==> src/rtl/cdt_pkg.sv <==
// Package: shared state type and width helper for the carrier detect timer.
package cdt_pkg;
    // Carrier status held by the state controller.
    typedef enum logic {
        CDT_IDLE   = 1'b0,
        CDT_LOCKED = 1'b1
    } cdt_state_t;

    // Bits needed to hold a count from 0 to limit.
    function automatic int unsigned cnt_width(input int unsigned limit);
        return (limit < 2) ? 1 : $clog2(limit + 1);
    endfunction
endpackage

==> src/rtl/cdt_run_counter.sv <==
// Module: cdt_run_counter
// Counts consecutive cycles with count_en high. It restarts at zero on any
// cycle with count_en low or clear high. hit pulses in the cycle in which the
// LIMIT-th consecutive enabled sample is taken; the count then returns to zero.
// Assumes LIMIT >= 1.
module cdt_run_counter #(
    parameter int unsigned LIMIT = 8
) (
    input  logic clk,
    input  logic rst_n,
    input  logic clear,
    input  logic count_en,
    output logic hit
);
    localparam int unsigned W = cdt_pkg::cnt_width(LIMIT);
    localparam logic [W-1:0] LAST = W'(LIMIT - 1);

    logic [W-1:0] run_q;

    // Terminal detect: this enabled sample completes the run.
    always_comb begin
        hit = count_en && !clear && (run_q == LAST);
    end

    // Run-length register: count, restart on gap, clear or terminal.
    always_ff @(posedge clk) begin
        if (!rst_n || clear || !count_en || hit) begin
            run_q <= '0;
        end else begin
            run_q <= run_q + W'(1);
        end
    end
endmodule

==> src/rtl/cdt_state_ctrl.sv <==
// Module: cdt_state_ctrl
// Holds the carrier status. Goes locked on a qualify hit and idle on a hold
// hit. Power-down or reset forces idle. Assumes the hit inputs come from
// counters that are enabled only in the matching state.
module cdt_state_ctrl
    import cdt_pkg::*;
(
    input  logic       clk,
    input  logic       rst_n,
    input  logic       pwr_down,
    input  logic       qual_hit,
    input  logic       hold_hit,
    output cdt_state_t state
);
    cdt_state_t state_d;

    // Next-state selection.
    always_comb begin
        state_d = state;
        unique case (state)
            CDT_IDLE:   if (qual_hit) state_d = CDT_LOCKED;
            CDT_LOCKED: if (hold_hit) state_d = CDT_IDLE;
            default:    state_d = CDT_IDLE;
        endcase
    end

    // State register with synchronous reset and power-down.
    always_ff @(posedge clk) begin
        if (!rst_n || pwr_down) begin
            state <= CDT_IDLE;
        end else begin
            state <= state_d;
        end
    end
endmodule

==> src/rtl/carrier_detect_timer.sv <==
// Module: carrier_detect_timer (top)
// Qualifies in-band energy into an active-low carrier-detect with asymmetric
// assert/release delays, and gates the data path on it. Assumes
// HOLD_CYCLES > ASSERT_CYCLES >= 1, and energy_in synchronous to clk.
module carrier_detect_timer
    import cdt_pkg::*;
#(
    parameter int unsigned ASSERT_CYCLES = 28636,
    parameter int unsigned HOLD_CYCLES   = 39375
) (
    input  logic clk,
    input  logic rst_n,
    input  logic pwr_down,
    input  logic energy_in,
    output logic cd_n,
    output logic data_gate
);
    cdt_state_t state;
    logic       locked;
    logic       qual_hit;
    logic       hold_hit;
    logic       qual_clear;
    logic       hold_clear;

    // Counter clears: each counter runs only in its own state.
    always_comb begin
        locked     = (state == CDT_LOCKED);
        qual_clear = pwr_down || locked;
        hold_clear = pwr_down || !locked;
    end

    cdt_run_counter #(.LIMIT(ASSERT_CYCLES)) u_qual (
        .clk      (clk),
        .rst_n    (rst_n),
        .clear    (qual_clear),
        .count_en (energy_in),
        .hit      (qual_hit)
    );

    cdt_run_counter #(.LIMIT(HOLD_CYCLES)) u_hold (
        .clk      (clk),
        .rst_n    (rst_n),
        .clear    (hold_clear),
        .count_en (!energy_in),
        .hit      (hold_hit)
    );

    cdt_state_ctrl u_ctrl (
        .clk      (clk),
        .rst_n    (rst_n),
        .pwr_down (pwr_down),
        .qual_hit (qual_hit),
        .hold_hit (hold_hit),
        .state    (state)
    );

    // Output mapping: active-low status and data gate.
    always_comb begin
        cd_n      = !locked;
        data_gate = locked;
    end
endmodule

==> config.mk <==
export PLATFORM = sky130hd
export DESIGN_NAME = carrier_detect_timer
export DESIGN_NICKNAME = d
export VERILOG_FILES = /design/src/rtl/cdt_pkg.sv /design/src/rtl/cdt_run_counter.sv /design/src/rtl/cdt_state_ctrl.sv /design/src/rtl/carrier_detect_timer.sv
export SDC_FILE = /design/constraint.sdc
export NUM_CORES = 1
export LEC_CHECK = 0
export BUFFER_PORTS_ARGS = -buffer_cell sky130_fd_sc_hd__buf_2
export CORE_ASPECT_RATIO = 0.8
export CORE_MARGIN = 1
export CORE_UTILIZATION = 55
export DETAILED_ROUTE_END_ITERATION = 7
export PLACE_DENSITY_LB_ADDON = 0.15
export SYNTH_ARGS = -nofsm -noshare
export SYNTH_HDL_FRONTEND = slang
export SYNTH_SLANG_ARGS = --single-unit
==> constraint.sdc <==
create_clock -name clk -period 3.15 [get_ports clk]
set_input_delay 0 -clock clk [delete_from_list [all_inputs] [get_ports clk]]
set_output_delay 0 -clock clk [all_outputs]
set_load 0.05 [all_outputs]
==> results of run 1 <==
[registers in the layout, summed over array words and instances, names as in the netlist]
name	flops
u_hold.run_q	16
u_ctrl.state	1
u_qual.run_q	15
[what timing repair did]
item	CTS	global route
gates resized for setup	0	0
hold buffers	1	0
hold endpoints to repair	1	0
[layout by cell type, fill, tap and decap left out, drive strengths merged]
cell type and count:
o211ai 1, or4 1, dfxtp 32, nor4 9
or4b 2, nand4bb 2, ha 3, clkinv 1
nor2b 1, buf 5, clkbuf 6, xor2 4
dlygate4sd3 1, inv 6, nand2 9, nor2 35
nand4 7, nand3 11, nand4b 2, nor3 8
and3 1, xnor2 23
[how the worst max path moves through the flow]
stage | from | end
after floorplan | u_hold.run_q[0]$_SDFF_PP0_ | u_hold.run_q[15]$_SDFF_PP0_
after global placement | u_hold.run_q[0]$_SDFF_PP0_ | u_hold.run_q[2]$_SDFF_PP0_
after detailed placement | u_hold.run_q[0]$_SDFF_PP0_ | u_hold.run_q[11]$_SDFF_PP0_
after CTS | u_hold.run_q[0]$_SDFF_PP0_ | u_hold.run_q[11]$_SDFF_PP0_
after global routing | u_qual.run_q[0]$_SDFF_PP0_ | u_qual.run_q[5]$_SDFF_PP0_
final | u_hold.run_q[0]$_SDFF_PP0_ | u_hold.run_q[11]$_SDFF_PP0_
[cells by family (layout without fill, tap and decap cells)]
logic type	count (synthesis)	in the layout	share of synthesized area
and+or+nand+nor	88	88	0.323
DFF	32	32	0.450
xor gates and xnor gates	27	27	0.166
buffers and inverters	8	19	0.0290
adders and majority gates	3	3	0.0264
AOI/OAI and AO/OA	1	1	0.00528
[stage by stage]
step	hold WS [ns]	area, sq um
detailed placement	0.288	1470
finish	0.0342	1530
global placement	0.287	1470
CTS	0.0160	1530
global route	0.0576	1530
floorplan	0.130	1420
[critical path, cell delays in order, from the launching register on]
cell      delay, ns
dfxtp_1        0.35
inv_1          0.06
ha_1           0.14
or4b_1         0.45
or4_4          0.55
nand4b_4       0.23
nor2_1         0.09
[power groups by stage]
stage | clock (mW) | sequential (mW) | combinational (mW)
4_1_cts | 0.215 | 0.406 | 0.00866
5_1_grt | 0.236 | 0.406 | 0.00964
3_3_place_gp | 0 | 0.415 | 0.00732
2_1_floorplan | 0 | 0.415 | 0.00445
6_report | 0.209 | 0.406 | 0.00871
3_5_place_dp | 0 | 0.415 | 0.00767
[final cells by class]
| type | count | area share |
|---|---|---|
| multi-input combinational | 119 | 0.484 |
| tap | 36 | 0.0294 |
| sequential | 32 | 0.419 |
| timing repair buffer | 6 | 0.0229 |
| inverter | 6 | 0.0147 |
| clock buffer | 6 | 0.0270 |
| clock inverter | 1 | 0.00327 |
[per-layer routing]
layer / global-route usage / vias to the layer above
met5: 0 / -
met4: 0.0857 / 0
met3: 0.0649 / 4
met2: 0.270 / 18
met1: 0.268 / 482
li1: - / 567
==> metrics, run 1 <==
worst path required time between 3 and 4 ns; fin crit share 0.632; RSZ-0062 raised after global routing false; total global routing track utilization 0.192; Clock Power Share 0.335; outcome finished, final reports clean; Arr. time, crit path 2.20 ns; post-synthesis sequential area ratio 0.450; CTS Sinks 32; total power 0.623 mW; Hold WC Path Type primary input to flop; clk buf depth 2; reg2reg end u_hold.run_q[11]$_SDFF_PP0_; cell type with the highest aggregate area in the netlist dfxtp_1; uppermost layer routed met4; DP Worst Slack ~1.2 ns; clock buffer count from CTS 5; Post-synth top cells nor2_1 (35), dfxtp_1 (32), xnor2_1 (23), nand3_1 (11); Die H around 47 microns; initial antenna violation count 0; initial core utilization 0.582; Max Transition Viols Final 0; final hold vios 0; Peak VDD IR between 200 and 250 uV; Post-Layout Cell Count between 200 and 250; P&R area growth vs syn 7.56%; Inserted Diodes 0; Clock Latency Late Sink 0.32 ns; setup bufs post-CTS 0; asr flop ratio synth 0; relative slew slack 0.564; critical path capture point type flop; die area about 0.0028 sq mm; Syn. warnings 0; R2R Path Start u_hold.run_q[0]$_SDFF_PP0_; Slew @ Worst Pin 0.650 ns; first-pass GRT wire length ~3900 microns; DIE WIDTH ~59 microns; number of global-route vias before repair between 800 and 900; max cap viols 0; post-synth top area share 0.450; syn_area_per_cell 8.95 sq um; Post-Syn Area around 0.0014 sq mm; row cnt 16; setup slack, reg-to-reg 1.16 ns; Combinational Power Share 0.014; share of power burned in registers 0.651; Via density slightly above 5; skew final approximately 0.0090 ns; wire length on met2 ~1000 microns; # setup viols final 0; Area contributors post-synth dfxtp_1 (45%), xnor2_1 (14%), nor2_1 (9.2%), nor4_1 (4.0%), nand3_1 (3.9%); Storage cell area 641 sq um; worst setup path class flop to flop; via count 1071; Final HPWL DP 1830 microns; min-delay src pwr_down; RePlAce Congestion a little over 0.8; GRT overflow 0; Net Sw Power about 0.13 mW; layout cells sized above 1 0.0765; TritonRoute pass-1 iters 4; met3 WL approximately 95 microns; nets@finish between 150 and 200; Initial DRC Count 71; drt wl/cell between 10 and 15 microns; multi-input logic area between 700 and 800 sq um; worst setup slack after layout approximately 1.2 ns; worst hold path endpoint u_ctrl.state$_SDFF_PP0_; flops & latches, synth 32; synthesized net count 166; Port-buffer cells 5; # DRC 0; largest net degree at the start of global routing 17; CTS tree built; f_max between 500 and 600 MHz; setup TNS 0 ns; Max FO, Critical Path 16; Root Driver clkbuf_4; core footprint about 0.0024 sq mm; Leak 0.421 nW; Post-synth EDFFs 0; Distinct cells, synth 21; Clock transition at path regs 0.10 ns; most common cell in the synthesized netlist nor2_1; H-tree depth 2; IO Count 6; Placed Instances between 150 and 200; FILL cells between 200 and 250; hold path cells 4; post-route ant nets 0; CP Launch Type flop; R2R depth 6; post-synthesis cell count about 160; Post-Route Utilization 0.627; Final Critical Period about 2.0 ns; Sw Ratio 0.213; final wirelength about 2500 microns; power per cell area 407 mW/mm^2; Metal-1 WL about 1300 microns; top_reg_cell synth dfxtp_1; cell internal pwr around 0.5 mW
(Power assumes the default switching activity.)
==> run 2, diff against run 1 <==
- clock period: 3.15 -> 1.93 ns (I/O delays scaled with it)
==> metrics, run 2 (synthesis results as in run 1) <==
outcome finished, final reports clean; CP endpoint u_hold.run_q[6]$_SDFF_PP0_; relative slew slack 0.620; Inserted Diodes 0; worst setup path class flop to flop; crit path launch u_hold.run_q[10]$_SDFF_PP0_; Initial DRC Count 90; final wirelength 2680 microns; Port-buffer cells 5; Final HPWL DP 1850 microns; RePlAce Congestion 0.809; Peak VDD IR 489 uV; P&R area growth vs syn 13.5%; Max Transition Viols Final 0; most common cell after layout, fill and taps aside nor2_1; most flop-heavy register u_hold.run_q; skew final approximately 0.0076 ns; Die H around 47 microns; initial core utilization 0.582; setup TNS 0 ns; GRT overflow 0; Final Critical Period around 1.8 ns; die area around 0.0028 sq mm; fin crit share 0.938; RSZ-0062 raised after global routing false; clk buf depth 2; initial antenna violation count 0; CTS tree built; Leak ~0.46 nW; Via density roughly 5.2; row cnt 16; fin area approximately 0.0016 sq mm; # DRC 0; final hold vios 0; Slew @ Worst Pin approximately 0.57 ns; TritonRoute pass-1 iters 4; post-route ant nets 0; Root Driver clkbuf_4; Area after DPL between 0.0015 and 0.002 sq mm; drt wl/cell around 13 microns; Max FO, Critical Path 8; clock buffer count from CTS 5; H-tree depth 2; DIE WIDTH roughly 59 microns; nets@finish 184; max cap viols 0; IO Count 6; worst setup slack after layout 0.119 ns; power per cell area approximately 670 mW/mm^2; R2R depth 4; total global routing track utilization 0.212; setup slack, reg-to-reg 0.12 ns; critical path capture point type flop; worst path required time 2.16 ns; Post-Route Utilization 0.661; total power ~1.1 mW; Hold WC Path Type primary input to flop; number of global-route vias before repair 928; Clock Latency Late Sink around 0.33 ns; Arr. time, crit path 2.04 ns; core footprint approximately 0.0024 sq mm; biggest regs u_hold.run_q (16), u_qual.run_q (15), u_ctrl.state (1); Clock transition at path regs ~0.1 ns; largest net degree at the start of global routing 17; DP Worst Slack roughly 0.027 ns; number of flip-flops under the largest register name 16; layout cells sized above 1 0.107; CTS Sinks 32; reg2reg end u_hold.run_q[6]$_SDFF_PP0_; # setup viols final 0; R2R Path Start u_hold.run_q[10]$_SDFF_PP0_; f_max between 500 and 600 MHz; most frequent cells in the layout nor2_1 (35), dfxtp_1 (32), xnor2_1 (23); CP Launch Type flop; via count approximately 1100; first-pass GRT wire length 4180 microns
[run 2: changes by cell type in the layout (fill, tap and decap cells not counted)]
cell           change
clkbuf_1           +1
dlygate4sd3_1      +1
nand4b_4           +1
clkbuf_8           +1
buf_4              +5
clkinv_2           -1
[run 2: what timing repair did]
item,in CTS,in global routing
hold endpoints to repair,1,0
gates resized for setup,0,1
hold buffers,2,0
buffers inserted,0,0
endpoints found under the setup margin,0,16
[run 2: where the power goes]
part / switching, mW / leakage (nW) / total (mW) / internal (mW)
Combinational: 0.00978 / 0.171 / 0.0190 / 0.00925
Clock: 0.218 / 0.0326 / 0.398 / 0.180
Sequential: 0.00124 / 0.258 / 0.662 / 0.661
[run 2: critical path: stages, from the launching register on]
cell and delay, ns:
dfxtp_1 0.34, or4b_1 0.54, or4_4 0.58, nand4b_4 0.18, nor2_1 0.07
[run 2: final cells by class]
cell class	instances	area, sq um
Fill cell	204	828
Multi-Input combinational cell	120	764
Sequential cell	32	641
Timing Repair Buffer	12	82.6
Clock buffer	8	58.8
Tap cell	36	45.0
Inverter	6	22.5
[run 2: worst min-delay path by stage]
| stage | start | to | slack (ns) | depth (start not counted) |
|---|---|---|---|---|
| 3_3_place_gp | energy_in | u_ctrl.state$_SDFF_PP0_ | 0.28 | 3 |
| 4_1_cts | rst_n | u_ctrl.state$_SDFF_PP0_ | 0.11 | 4 |
| 5_1_grt | rst_n | u_ctrl.state$_SDFF_PP0_ | 0.19 | 4 |
| 2_1_floorplan | energy_in | u_ctrl.state$_SDFF_PP0_ | 0.13 | 2 |
| 3_5_place_dp | energy_in | u_ctrl.state$_SDFF_PP0_ | 0.28 | 3 |
| 6_report | rst_n | u_ctrl.state$_SDFF_PP0_ | 0.18 | 4 |
[run 2: through the flow]
step | hold WS [ns] | instances
global route | 0.190 | 214
global placement | 0.277 | 203
floorplan | 0.130 | 159
CTS | 0.112 | 213
detailed placement | 0.278 | 203
finish | 0.177 | 214
[run 2: metal layers]
layer	GRT usage	up-vias	wire length, microns
met3	0.0649	5	125
met4	0.129	0	31
met1	0.297	508	1430
met5	0	-	0
met2	0.286	26	1100
li1	-	583	-
==> run 3, diff against run 2 <==
- SYNTH_HIERARCHICAL: not set -> 1
==> metrics, run 3 <==
worst setup path class flop to flop; initial antenna violation count 0; Syn. warnings 6; RePlAce Congestion 0.821; Post-Syn Area between 0.0015 and 0.002 sq mm; setup TNS 0 ns; clk buf depth 2; die area a little under 0.003 sq mm; Post-Route Utilization 0.687; Inserted Diodes 0; worst setup slack after layout 0.0112 ns; P&R area growth vs syn 14.7%; Post-Layout Cell Count roughly 220; fin area between 0.0015 and 0.002 sq mm; setup slack, reg-to-reg between 0.01 and 0.015 ns; Via density ~5.5; # setup viols final 0; crit path launch u_qual/run_q[1]$_SDFF_PP0_; number of global-route vias before repair roughly 1100; nets@finish between 150 and 200; post-synthesis cell count between 150 and 200; crit-path cells ha_4, or4b_1, or4_4, nor3b_2, nand2b_2, a21oi_2; Area after DPL between 0.0015 and 0.002 sq mm; power per cell area approximately 700 mW/mm^2; Final Critical Period 1.92 ns; final hold vios 0; max cap viols 0; reg2reg end u_ctrl/state$_SDFF_PP0_; IO Count 6; cts repair resizes 0; Area contributors post-synth dfxtp_1 (42%), xnor2_1 (13%), nor2_1 (9.1%), nand3_1 (3.9%), nand4_1 (3.3%); CP max stage delay about 0.56 ns; top_reg_cell synth dfxtp_1; clock buffer count from CTS 5; layout cells sized above 1 0.171; Post-synth top cells nor2_1 (37), dfxtp_1 (32), xnor2_1 (22), nand3_1 (12); Root Driver clkbuf_4; CTS tree built; multi-input logic area 835 sq um; most common cell in the synthesized netlist nor2_1; Clock Latency Late Sink 0.33 ns; post-synthesis sequential area ratio 0.421; fin crit share 0.994; skew final about 0.009 ns; via count between 1000 and 1500; most common cell after layout, fill and taps aside nor2_1; biggest regs u_hold/run_q (16), u_qual/run_q (15), u_ctrl/state (1); Arr. time, crit path 2.19 ns; CP endpoint u_ctrl/state$_SDFF_PP0_; row cnt 16; final wirelength 2750 microns; GRT overflow 0; Clock transition at path regs about 0.10 ns; core footprint 0.00254 sq mm; cell type with the highest aggregate area in the netlist dfxtp_1; drt wl/cell 12.3 microns; Leak 0.521 nW; Slew @ Worst Pin about 0.39 ns; Port-buffer cells 5; syn_area_per_cell roughly 9.1 sq um; DIE WIDTH slightly above 60 microns; DP Worst Slack -0.0266 ns; CP Launch Type flop; worst path required time ~2.2 ns; TritonRoute pass-1 iters 4; critical path capture point type flop; Storage cell area 643 sq um; R2R depth 6; total global routing track utilization 0.217; outcome finished, final reports clean; slowest CP cell or4_4; relative slew slack 0.737; Final HPWL DP 2010 microns; post-route ant nets 0; Max FO, Critical Path 2; Die H roughly 49 microns; initial core utilization 0.598; Post-synth EDFFs 0; Initial DRC Count between 60 and 70; flops & latches, synth 32; H-tree depth 2; first-pass GRT wire length 4770 microns; Hold WC Path Type primary input to flop; Distinct cells, synth 25; Placed Instances 213; post-synth top area share 0.421; Peak VDD IR roughly 450 uV; FILL cells between 200 and 250; most flop-heavy register u_hold/run_q; f_max 521 MHz; R2R Path Start u_qual/run_q[1]$_SDFF_PP0_; asr flop ratio synth 0; largest net degree at the start of global routing 17; number of flip-flops under the largest register name 16; CTS Sinks 32; # DRC 0; RSZ-0062 raised after global routing true; Max Transition Viols Final 0; most frequent cells in the layout nor2_1 (37), dfxtp_1 (30), xnor2_1 (22); synthesized net count between 150 and 200
[run 3: cell count changes in the layout (fill, tap and decap cells not counted), moves of 2 or more]
cell	previous run	this run
dfxtp_1	32	30
clkbuf_1	2	0
dfxtp_2	0	2
nor2_1	35	37
nor3_1	8	6
nand2b_1	0	3
buf_4	5	8
nand2_1	9	7
[run 3: worst min path at each step]
stage | slack [ns] | cells after the start | end | start
after floorplan | 0.14 | 2 | u_ctrl/state$_SDFF_PP0_ | rst_n
after global placement | 0.28 | 3 | u_ctrl/state$_SDFF_PP0_ | pwr_down
after detailed placement | 0.29 | 3 | u_ctrl/state$_SDFF_PP0_ | pwr_down
after CTS | 0.06 | 3 | u_qual/run_q[1]$_SDFF_PP0_ | energy_in
after global routing | 0.07 | 3 | u_qual/run_q[0]$_SDFF_PP0_ | energy_in
final | 0.07 | 3 | u_qual/run_q[1]$_SDFF_PP0_ | energy_in
[run 3: cells by family (layout without fill, tap and decap cells)]
kind of cell / Yosys count / after routing / share of synthesized area
AOI/OAI and AO/OA: 1 / 1 / 0.00576
buffers and inverters: 9 / 29 / 0.0419
adders and majority gates: 3 / 3 / 0.0247
DFF: 32 / 32 / 0.421
xor gates and xnor gates: 27 / 27 / 0.155
and+or+nand+nor: 95 / 95 / 0.351
[run 3: per-stage QoR]
step                total power [mW]  hold slack, ns
finish                          1.25          0.0726
global route                    1.30          0.0729
CTS                             1.26          0.0632
detailed placement             0.697           0.286
global placement               0.696           0.281
floorplan                      0.690           0.143
[run 3: layout make-up]
type,count,area share
multi-input combinational,126,0.478
sequential,32,0.368
timing repair buffer,15,0.0602
clock buffer,7,0.0373
tap,36,0.0258
clock inverter,1,0.0172
inverter,6,0.0129
[run 3: what timing repair did]
item	in CTS	in global routing
hold buffers	2	0
buffers inserted	0	0
pin swaps	3	3
setup endpoints to repair	2	14
hold endpoints to repair	1	0
[run 3: where the power goes]
part	internal, mW	switching (mW)	total (mW)
Sequential	0.661	0.00105	0.662
Combinational	0.0110	0.0113	0.0223
Clock	0.344	0.223	0.567
[run 3: critical path: cells and delay by family, from the launching register on]
family / cells / cell delay [ns]
AOI/OAI and AO/OA: 1 / 0.11
adders and majority gates: 1 / 0.13
DFF: 1 / 0.37
and+or+nand+nor: 4 / 1.26
[run 3: per-layer routing]
layer | GRT usage | share of wire | routed length, microns | vias up
met3 | 0.0637 | 0.053 | 146 | 7
met4 | 0.0909 | 0.018 | 49 | 0
met5 | 0 | 0 | 0 | -
li1 | - | - | - | 611
met2 | 0.304 | 0.41 | 1120 | 36
met1 | 0.307 | 0.52 | 1440 | 567
